[config.mk]
export PLATFORM = sky130hd
export DESIGN_NAME = dpa_ctrl
export DESIGN_NICKNAME = d
export VERILOG_FILES = /design/src/rtl/dpa_pkg.sv /design/src/rtl/dpa_edge_window.sv /design/src/rtl/dpa_phase_pick.sv /design/src/rtl/dpa_track.sv /design/src/rtl/dpa_ctrl.sv
export SDC_FILE = /design/constraint.sdc
export NUM_CORES = 1
export LEC_CHECK = 0
export BUFFER_PORTS_ARGS = -buffer_cell sky130_fd_sc_hd__buf_2
export CAP_MARGIN = 10
export CORE_ASPECT_RATIO = 1.4
export CORE_MARGIN = 2
export CORE_UTILIZATION = 35
export DETAILED_ROUTE_END_ITERATION = 7
export GPL_TIMING_DRIVEN = 0
export PLACE_DENSITY_LB_ADDON = 0.25
export SYNTH_ARGS = -nofsm -noshare
export SYNTH_HDL_FRONTEND = slang
export SYNTH_SLANG_ARGS = --single-unit
[constraint.sdc]
create_clock -name clk -period 6 [get_ports clk]
set_input_delay 0.6 -clock clk [delete_from_list [all_inputs] [get_ports clk]]
set_output_delay 0.6 -clock clk [all_outputs]
set_load 0.02 [all_outputs]
[src/rtl/dpa_pkg.sv]
package dpa_pkg;
  typedef enum logic [1:0] {
    MV_NONE = 2'd0,
    MV_UP   = 2'd1,
    MV_DN   = 2'd2
  } move_e;
endpackage

[src/rtl/dpa_edge_window.sv]
// Collects, per phase, whether it disagreed with a circular neighbour
// during a window of WIN_LEN cycles; presents the result one cycle later.
module dpa_edge_window #(
  parameter int NPH     = 8,
  parameter int WIN_LEN = 4,
  localparam int WCW    = (WIN_LEN > 1) ? $clog2(WIN_LEN) : 1
) (
  input  logic           clk,
  input  logic           rst,
  input  logic [NPH-1:0] samp,
  output logic [NPH-1:0] win_flags,
  output logic           win_done
);
  logic [NPH-1:0] cur;
  logic [NPH-1:0] acc;
  logic [WCW-1:0] wcnt;
  logic           last;

  for (genvar p = 0; p < NPH; p++) begin : g_diff
    localparam int UP = (p + 1) % NPH;
    localparam int DN = (p + NPH - 1) % NPH;
    assign cur[p] = (samp[p] ^ samp[UP]) | (samp[p] ^ samp[DN]);
  end

  assign last = (wcnt == WCW'(WIN_LEN - 1));

  always_ff @(posedge clk) begin
    if (rst) begin
      wcnt      <= '0;
      acc       <= '0;
      win_flags <= '0;
      win_done  <= 1'b0;
    end else begin
      win_done <= last;
      if (last) begin
        win_flags <= acc | cur;
        acc       <= '0;
        wcnt      <= '0;
      end else begin
        acc  <= acc | cur;
        wcnt <= wcnt + 1'b1;
      end
    end
  end
endmodule

[src/rtl/dpa_phase_pick.sv]
// Scores each phase by flagged phases in its neighbourhood; lowest wins,
// ties to the lower index.
module dpa_phase_pick #(
  parameter int NPH = 8,
  localparam int PW = $clog2(NPH)
) (
  input  logic [NPH-1:0] flags,
  output logic [PW-1:0]  target,
  output logic           valid
);
  logic [1:0] score [NPH];

  for (genvar p = 0; p < NPH; p++) begin : g_score
    localparam int UP = (p + 1) % NPH;
    localparam int DN = (p + NPH - 1) % NPH;
    assign score[p] = {1'b0, flags[DN]} + {1'b0, flags[p]} + {1'b0, flags[UP]};
  end

  always_comb begin
    logic [1:0] best;
    best   = score[0];
    target = '0;
    for (int p = 1; p < NPH; p++) begin
      if (score[p] < best) begin
        best   = score[p];
        target = PW'(p);
      end
    end
  end

  assign valid = |flags;
endmodule

[src/rtl/dpa_track.sv]
// Steps the phase toward the target, counts training windows and
// manages the lock flag and the first-lock pulse.
module dpa_track
  import dpa_pkg::*;
#(
  parameter int NPH        = 8,
  parameter int TRAIN_REPS = 256,
  localparam int PW        = $clog2(NPH),
  localparam int CW        = $clog2(TRAIN_REPS + 1)
) (
  input  logic          clk,
  input  logic          rst,
  input  logic          hold,
  input  logic          eval,
  input  logic          valid,
  input  logic [PW-1:0] target,
  output logic [PW-1:0] phase_sel,
  output logic          locked,
  output logic          lock_pulse
);
  logic [PW-1:0] diff;
  move_e         mv;
  logic [CW-1:0] cnt;
  logic [CW:0]   cnt_inc;
  logic          reach;
  logic          seen;

  assign diff    = target - phase_sel;
  assign cnt_inc = {1'b0, cnt} + 1'b1;
  assign reach   = (cnt_inc >= (CW+1)'(TRAIN_REPS));

  always_comb begin
    if (diff == '0)                          mv = MV_NONE;
    else if (diff <= PW'(NPH / 2))           mv = MV_UP;
    else                                     mv = MV_DN;
  end

  always_ff @(posedge clk) begin
    if (rst) begin
      phase_sel  <= '0;
      cnt        <= '0;
      locked     <= 1'b0;
      lock_pulse <= 1'b0;
      seen       <= 1'b0;
    end else begin
      lock_pulse <= 1'b0;
      if (eval && valid) begin
        if (!hold && mv != MV_NONE) begin
          phase_sel <= (mv == MV_UP) ? phase_sel + 1'b1 : phase_sel - 1'b1;
          cnt       <= '0;
          locked    <= 1'b0;
        end else begin
          if (cnt != CW'(TRAIN_REPS)) cnt <= cnt_inc[CW-1:0];
          if (!locked && reach) begin
            locked <= 1'b1;
            if (!seen) begin
              lock_pulse <= 1'b1;
              seen       <= 1'b1;
            end
          end
        end
      end
    end
  end
endmodule

[src/rtl/dpa_ctrl.sv]
module dpa_ctrl #(
  parameter int NPH        = 8,
  parameter int WIN_LEN    = 4,
  parameter int TRAIN_REPS = 256,
  localparam int PW        = $clog2(NPH)
) (
  input  logic           clk,
  input  logic           rst,
  input  logic           hold,
  input  logic [NPH-1:0] samp,
  output logic [PW-1:0]  phase_sel,
  output logic           locked,
  output logic           lock_pulse
);
  logic [NPH-1:0] win_flags;
  logic           win_done;
  logic [PW-1:0]  target;
  logic           valid;

  dpa_edge_window #(.NPH(NPH), .WIN_LEN(WIN_LEN)) u_win (
    .clk(clk), .rst(rst), .samp(samp),
    .win_flags(win_flags), .win_done(win_done)
  );

  dpa_phase_pick #(.NPH(NPH)) u_pick (
    .flags(win_flags), .target(target), .valid(valid)
  );

  dpa_track #(.NPH(NPH), .TRAIN_REPS(TRAIN_REPS)) u_track (
    .clk(clk), .rst(rst), .hold(hold), .eval(win_done), .valid(valid),
    .target(target), .phase_sel(phase_sel), .locked(locked),
    .lock_pulse(lock_pulse)
  );
endmodule

==> impl_metrics.env, run 1 <==
export IMPL_status="complete, no violations"
export IMPL_synthCells=255
export IMPL_fin_nets=313
export IMPL_layout_commonest_cell="nor2_1"
export IMPL_overflow=0
export IMPL_cts_tree="done"
export IMPL_gp_congestion=0.732
export IMPL_critPathArrivalTime_ns=5.30
export IMPL_met3_usage_pct=2.68
export IMPL_min_from="u_track.seen$_SDFFE_PP0P_"
export IMPL_holdPathEnd="u_track.lock_pulse$_SDFF_PP0_"
export IMPL_cts_root_buffer_cell="clkbuf_8"
export IMPL_ys_ff_latch=34
export IMPL_rows=34
export IMPL_final_cell_mix="nor2_1, dfxtp_1, inv_1, a21oi_1, ha_1"
export IMPL_synth_top_cell_area_share_pct=31.0
export IMPL_ys_warn_count=0
export IMPL_synthFlopType="dfxtp_1"
export IMPL_rsz0062_at_grt="no"
export IMPL_busiest_layer="met2"
export IMPL_drive_gt1_share_pct=12.7
export IMPL_startpoint_type="flip-flop"
export IMPL_slew_headroom_pct=63.2
export IMPL_hold_violations=0
export IMPL_synthArstFlopShare_pct=0
export IMPL_yosysSeqAreaShare_pct=31.0
export IMPL_avgSynthCellArea_um2=8.62
export IMPL_clkSinkCount=34
export IMPL_cts_buffers=5
export IMPL_required_ns=6.18
export IMPL_hold_depth=1
export IMPL_finalCriticalPeriod_ns=5.12
export IMPL_max_cap_viol_count=0
export IMPL_die_x_um=71.0
export IMPL_synthTopCellsByArea="dfxtp_1, ha_1, fa_1"
export IMPL_wl_per_cell_um=11.8
export IMPL_viasPerCell=4.99
export IMPL_finClkSkew_ns=0.00411
export IMPL_htree_levels=2
export IMPL_synth_area_um2=2200
export IMPL_worst_slew_pin_slew_ns=0.548
export IMPL_initial_core_util_pct=35.9
export IMPL_drt_pass1_iter_count=4
export IMPL_fmax_mhz=195
export IMPL_slew_viol_final=0
export IMPL_reg2reg_to="u_track.cnt[6]$_SDFFE_PP0P_"
export IMPL_p_leak_nw=0.966
export IMPL_ir_worst_vdd_uv=178
export IMPL_grt_pass1_vias=1720
export IMPL_drc=0
export IMPL_dieArea_um2=6940
export IMPL_endpoint_kind="flip-flop"
export IMPL_synthDistinctLibCells=46
export IMPL_ctsHoldBuffers=0
export IMPL_clock_path_buffers=2
export IMPL_drt_iter0_markers=32
export IMPL_cp_max_fo=7
export IMPL_use_met1_pct=13.6
export IMPL_grt_usage_pct=13.0
export IMPL_grtUsageMet2_pct=24.9
export IMPL_r2r_start="u_win.win_flags[7]$_SDFFE_PP0P_"
export IMPL_path_clk_slew_ns=0.06
export IMPL_hold_slack_ns=0.421
export IMPL_grt_max_degree=11
export IMPL_ff2ff_setup_slack_ns=0.88
export IMPL_synth_top_cell_by_area="dfxtp_1"
export IMPL_setup_viol=0
export IMPL_port_buffers=14
export IMPL_syn_nets=292
export IMPL_fin_crit_sh_pct=85.4
export IMPL_reg2regPathDepth=22
export IMPL_clk_latency_ns=0.28
export IMPL_cts_setup_buffers=0
export IMPL_dp_hpwl_um=3310
export IMPL_tns_ns=0
export IMPL_synth_edf_count=0
export IMPL_path_class="flip-flop to flip-flop"
export IMPL_antenna_found_initial=0
export IMPL_num_vias=1732
export IMPL_grt_pass1_wl_um=7320
export IMPL_ant_nets=0
export IMPL_routed_wl_um=4110
export IMPL_diodes=0
export IMPL_cts_resized_gates=0
export IMPL_ioPinCount=16
export IMPL_powerDensity_nw_per_um2=224
export IMPL_die_y_um=97.8
export IMPL_hp_class="flip-flop to flip-flop"
export IMPL_areaGrowthSynthToFinish_pct=11.0
export IMPL_core_area_um2=6130
## cells by family (layout without fill, tap and decap cells)
family	after synthesis	in the layout	synth area share, %
XOR/XNOR	10	10	3.98
adder cells (fa/ha/maj)	26	26	17.9
multiplexers	2	2	0.911
flip-flops	34	34	31.0
AO/OA/AOI/OAI	51	51	17.9
buffers and inverters	29	49	4.95
AND/OR/NAND/NOR	103	103	23.4
## state kept, by name, summed over array words and instances, names as in the netlist
signal and flops:
u_track.cnt 9, u_win.acc 8, u_win.win_flags 8, u_track.phase_sel 3
u_win.wcnt 2, u_track.lock_pulse 1, u_track.locked 1, u_track.seen 1
u_win.win_done 1
## metal layers
| metal | wire [um] | share of wire, % | vias to the layer above |
|---|---|---|---|
| met3 | 73 | 1.8 | 5 |
| met5 | 0 | 0 | - |
| li1 | - | - | 914 |
| met2 | 2250 | 55 | 10 |
| met1 | 1700 | 41 | 803 |
| met4 | 79 | 1.9 | 0 |
## worst max-delay path: stages, from the launching register on
cell      delay [ns]
dfxtp_1         0.41
fa_1            0.39
and2_1          0.18
ha_1            0.21
ha_1            0.21
ha_1            0.30
nor2b_1         0.28
o32ai_1         0.14
a211oi_1        0.50
o22ai_1         0.18
a21oi_1         0.21
ha_1            0.17
inv_1           0.04
a21oi_1         0.16
xor2_1          0.19
xnor2_1         0.09
ha_1            0.19
nor2_1          0.40
nor4_1          0.12
a21o_1          0.25
nor3_1          0.21
xnor2_1         0.15
nor2_1          0.05
## worst max-delay path by stage
| stage | startpoint | slack (ns) | to | depth (start not counted) |
|---|---|---|---|---|
| after floorplan | u_win.win_flags[0]$_SDFFE_PP0P_ | 1.40 | u_track.phase_sel[2]$_SDFFE_PP0P_ | 21 |
| after detailed placement | u_win.win_flags[2]$_SDFFE_PP0P_ | 0.82 | u_track.cnt[6]$_SDFFE_PP0P_ | 24 |
| after global routing | u_win.win_flags[2]$_SDFFE_PP0P_ | 0.30 | u_track.cnt[6]$_SDFFE_PP0P_ | 24 |
| after global placement | u_win.win_flags[7]$_SDFFE_PP0P_ | 0.93 | u_track.cnt[6]$_SDFFE_PP0P_ | 22 |
| final | u_win.win_flags[7]$_SDFFE_PP0P_ | 0.88 | u_track.cnt[6]$_SDFFE_PP0P_ | 22 |
| after CTS | u_win.win_flags[2]$_SDFFE_PP0P_ | 0.81 | u_track.cnt[6]$_SDFFE_PP0P_ | 24 |
## cells in the mapped netlist, types with 3 or more instances
library cell  count
dfxtp_1          34
nor2_1           44
ha_1             17
nand2_1          11
a21oi_1          21
nand3_1          11
inv_1            24
nor3_1            6
clkbuf_1          5
xor2_1            5
nand4_1           3
or3_1             9
xnor2_1           5
fa_1              9
a211oi_1          9
nor2b_1           3
## metrics by stage
stage          cells  util, %  area [um^2]  setup WS [ns]  total power, mW
3_5_place_dp     341     38.5         2360          0.816            0.391
5_1_grt          347     39.8         2440          0.301            0.588
4_1_cts          347     39.8         2440          0.805            0.556
2_1_floorplan    255        -         2200           1.40            0.360
6_report         347     39.8         2440          0.877            0.548
3_3_place_gp     341     38.5         2360          0.929            0.388
## area by class of cell
class                           count  area [um^2]
Tap cell                           72         90.1
Fill cell                         650         3680
Multi-Input combinational cell    192         1410
Sequential cell                    34          681
Buffer                              5         18.8
Timing Repair Buffer               14         70.1
Clock buffer                        6         82.6
Inverter                           24         90.1
## power breakdown
part	total [mW]	switching, mW	leakage (nW)	internal [mW]
Clock	0.163	0.0747	0.0431	0.0883
Combinational	0.137	0.0783	0.645	0.0590
Sequential	0.248	0.0103	0.278	0.237
Power figures use the tool's default switching activity.
==> inputs of run 2 (changes only) <==
--- a/config.mk
+++ b/config.mk
@@ -5,14 +5,16 @@
 export SDC_FILE = /design/constraint.sdc
 export NUM_CORES = 1
 export LEC_CHECK = 0
-export BUFFER_PORTS_ARGS = -buffer_cell sky130_fd_sc_hd__buf_2
 export CAP_MARGIN = 10
 export CORE_ASPECT_RATIO = 1.4
 export CORE_MARGIN = 2
 export CORE_UTILIZATION = 35
+export CTS_CLUSTER_DIAMETER = 200
 export DETAILED_ROUTE_END_ITERATION = 7
+export DONT_BUFFER_PORTS = 1
 export GPL_TIMING_DRIVEN = 0
 export PLACE_DENSITY_LB_ADDON = 0.25
 export SYNTH_ARGS = -nofsm -noshare
 export SYNTH_HDL_FRONTEND = slang
+export SYNTH_HIERARCHICAL = 1
 export SYNTH_SLANG_ARGS = --single-unit
==> run 2 against run 1 <==
Cell count decreased by 4.3%. Flip-flop and latch count stayed put. Critical path depth increased by 1. Clock power increased by 21%. Area after synthesis rose by 2.3%. Sequential power about the same. Critical endpoint is now u_track/phase_sel[2]$_SDFFE_PP0P_. Largest power group unchanged.
==> impl_metrics.env, run 2 <==
export IMPL_dp_hpwl_um=3500
export IMPL_cpMostUsedCell="ha_1"
export IMPL_ir_worst_vdd_uv=143
export IMPL_critPathArrivalTime_ns=5.16
export IMPL_slowest_stage="dfxtp_1"
export IMPL_cts_resized_gates=0
export IMPL_syn_nets=289
export IMPL_required_ns=6.22
export IMPL_p_switching_mw=0.175
export IMPL_initial_core_util_pct=36.2
export IMPL_drt_pass1_iter_count=4
export IMPL_path_clk_slew_ns=0.07
export IMPL_ys_ff_latch=34
export IMPL_largest_register_ff_count=9
export IMPL_viasPerCell=5.50
export IMPL_endpoint="u_track/phase_sel[2]$_SDFFE_PP0P_"
export IMPL_setup_ws_ns=1.05
export IMPL_startpoint_type="flip-flop"
export IMPL_cp_depth=23
export IMPL_ys_warn_count=6
export IMPL_die_x_um=71.8
export IMPL_setup_viol=0
export IMPL_cp_buffers_inverters=4
export IMPL_synthFlopType="dfxtp_1"
export IMPL_ff2ff_setup_slack_ns=1.05
export IMPL_hp_class="flip-flop to flip-flop"
export IMPL_drive_gt1_share_pct=11.5
export IMPL_synth_top_cells_by_count="dfxtp_1, inv_1, ha_1, a21oi_1, nor2_1"
export IMPL_gp_congestion=0.796
export IMPL_fillers=640
export IMPL_cts_buffers=5
export IMPL_antenna_found_initial=0
export IMPL_slew_viol_final=0
export IMPL_grt_usage_pct=13.8
export IMPL_seq_area_um2=681
export IMPL_drc=0
export IMPL_yosysSeqAreaShare_pct=30.3
export IMPL_areaGrowthSynthToFinish_pct=8.90
export IMPL_p_leak_nw=0.890
export IMPL_slew_headroom_pct=68.1
export IMPL_diodes=0
export IMPL_synthDistinctLibCells=49
export IMPL_synth_top_cell_by_area="dfxtp_1"
export IMPL_reg2regPathDepth=23
export IMPL_clk_latency_ns=0.28
export IMPL_max_cap_viol_count=0
export IMPL_ctsHoldBuffers=0
export IMPL_rows=34
export IMPL_clock_path_buffers=2
export IMPL_overflow=0
export IMPL_internal_power_mw=0.419
export IMPL_finalCriticalPeriod_ns=4.95
export IMPL_crit_start="u_win/win_flags[2]$_SDFFE_PP0P_"
export IMPL_seqPwrFrac_pct=42.0
export IMPL_fin_crit_sh_pct=82.4
export IMPL_synthTopCellsByArea="dfxtp_1, ha_1, fa_1"
export IMPL_dieArea_um2=7090
export IMPL_reg2reg_to="u_track/phase_sel[2]$_SDFFE_PP0P_"
export IMPL_wl_per_cell_um=13.5
export IMPL_fmax_mhz=202
export IMPL_synthArstFlopShare_pct=0
export IMPL_synth_area_um2=2250
export IMPL_reg_largest_list="u_track/cnt (9), u_win/acc (8), u_win/win_flags (8)"
export IMPL_hold_slack_ns=0.422
export IMPL_cts_root_buffer_cell="clkbuf_8"
export IMPL_fin_nets=296
export IMPL_ioPinCount=16
export IMPL_clkSinkCount=34
export IMPL_multi_input_comb_area_um2=1430
export IMPL_ant_nets=0
export IMPL_powerDensity_nw_per_um2=243
export IMPL_dp_slack_ns=1.05
export IMPL_synth_top_cell_area_share_pct=30.3
export IMPL_cts_tree="done"
export IMPL_yosys_cell_count_top_type="dfxtp_1"
export IMPL_p_clk_share_pct=33.1
export IMPL_critical_path_max_stage_delay_ns=0.48
export IMPL_final_cell_mix="dfxtp_1, inv_1, ha_1, nor2_1, a21oi_1"
export IMPL_htree_levels=2
export IMPL_swShare_pct=29.5
export IMPL_path_cells="inv_1, fa_1, inv_1, ha_1, ha_1, ha_1, ha_1, ha_1, inv_1, ha_1, o31a_1, o22ai_1, a41o_1, a41o_1, ha_1, a21oi_1, xnor2_1, ha_1, inv_1, fa_1, xor2_1, or4_1, a21oi_1"
export IMPL_hold_violations=0
export IMPL_core_area_um2=6210
export IMPL_synth_edf_count=0
export IMPL_status="complete, no violations"
export IMPL_min_from="u_track/seen$_SDFFE_PP0P_"
export IMPL_path_class="flip-flop to flip-flop"
export IMPL_cts_setup_buffers=0
export IMPL_utilization_pct=39.4
export IMPL_finClkSkew_ns=0.00859
export IMPL_die_y_um=98.9
export IMPL_endpoint_kind="flip-flop"
export IMPL_drt_iter0_markers=57
export IMPL_num_vias=1825
export IMPL_p_comb_share_pct=24.9
export IMPL_grt_pass1_vias=1807
export IMPL_grt_max_degree=11
export IMPL_synthCells=252
export IMPL_cp_max_fo=7
export IMPL_routed_wl_um=4480
export IMPL_layout_commonest_cell="dfxtp_1"
export IMPL_grt_pass1_wl_um=7940
export IMPL_worst_slew_pin_slew_ns=0.477
export IMPL_rsz0062_at_grt="no"
export IMPL_largest_register="u_track/cnt"
export IMPL_port_buffers=0
export IMPL_r2r_start="u_win/win_flags[2]$_SDFFE_PP0P_"
export IMPL_crit_family="adder cells"
export IMPL_avgSynthCellArea_um2=8.93
export IMPL_tns_ns=0
==> run 2: changes by cell type after synthesis, moves of 7 or more <==
cell,change
o21ai_0,+7
a21oi_1,-7
nor2_1,-30
a21oi_2,+8
==> run 2: cell families (layout without fill, tap and decap cells) <==
kind of cell,after synthesis,count (layout),share of synthesized area (%)
compound gates,67,67,22.0
xor+xnor,4,4,1.56
fa+ha+maj,26,26,17.5
buf+inv,34,42,6.06
flops,34,34,30.3
simple gates,87,87,22.6
==> run 2: metrics by stage <==
step	area (um^2)	cells	power, mW
floorplan	2250	252	0.372
global placement	2340	324	0.400
detailed placement	2340	324	0.403
CTS	2450	332	0.604
global route	2450	332	0.636
finish	2450	332	0.594
==> run 2: per-layer routing <==
metal  track usage [%]  wire (um)
met5                 0          0
met3              2.66         96
met4              7.40        135
met2              23.9       2240
met1              15.6       2000
==> run 2: cell type report <==
| type | instances | share of cell area (%) |
|---|---|---|
| buffer | 8 | 1.58 |
| clock buffer | 8 | 4.49 |
| inverter | 26 | 3.98 |
| multi-input combinational | 184 | 58.5 |
| sequential | 34 | 27.8 |
| tap | 72 | 3.68 |
==> run 2: how the worst min path moves through the flow <==
stage / cells past startpoint / to / slack [ns]
2_1_floorplan: 1 / u_track/lock_pulse$_SDFF_PP0_ / 0.40
3_3_place_gp: 1 / u_track/lock_pulse$_SDFF_PP0_ / 0.41
3_5_place_dp: 1 / u_track/lock_pulse$_SDFF_PP0_ / 0.41
4_1_cts: 1 / u_track/lock_pulse$_SDFF_PP0_ / 0.42
5_1_grt: 1 / u_track/lock_pulse$_SDFF_PP0_ / 0.47
6_report: 1 / u_track/lock_pulse$_SDFF_PP0_ / 0.42
==> run 2: power groups by stage <==
| stage | clock, mW | combinational (mW) | sequential (mW) |
|---|---|---|---|
| after floorplan | 0 | 0.120 | 0.252 |
| after global placement | 0 | 0.145 | 0.255 |
| after detailed placement | 0 | 0.148 | 0.255 |
| after CTS | 0.205 | 0.149 | 0.250 |
| after global routing | 0.214 | 0.171 | 0.252 |
| final | 0.197 | 0.148 | 0.250 |
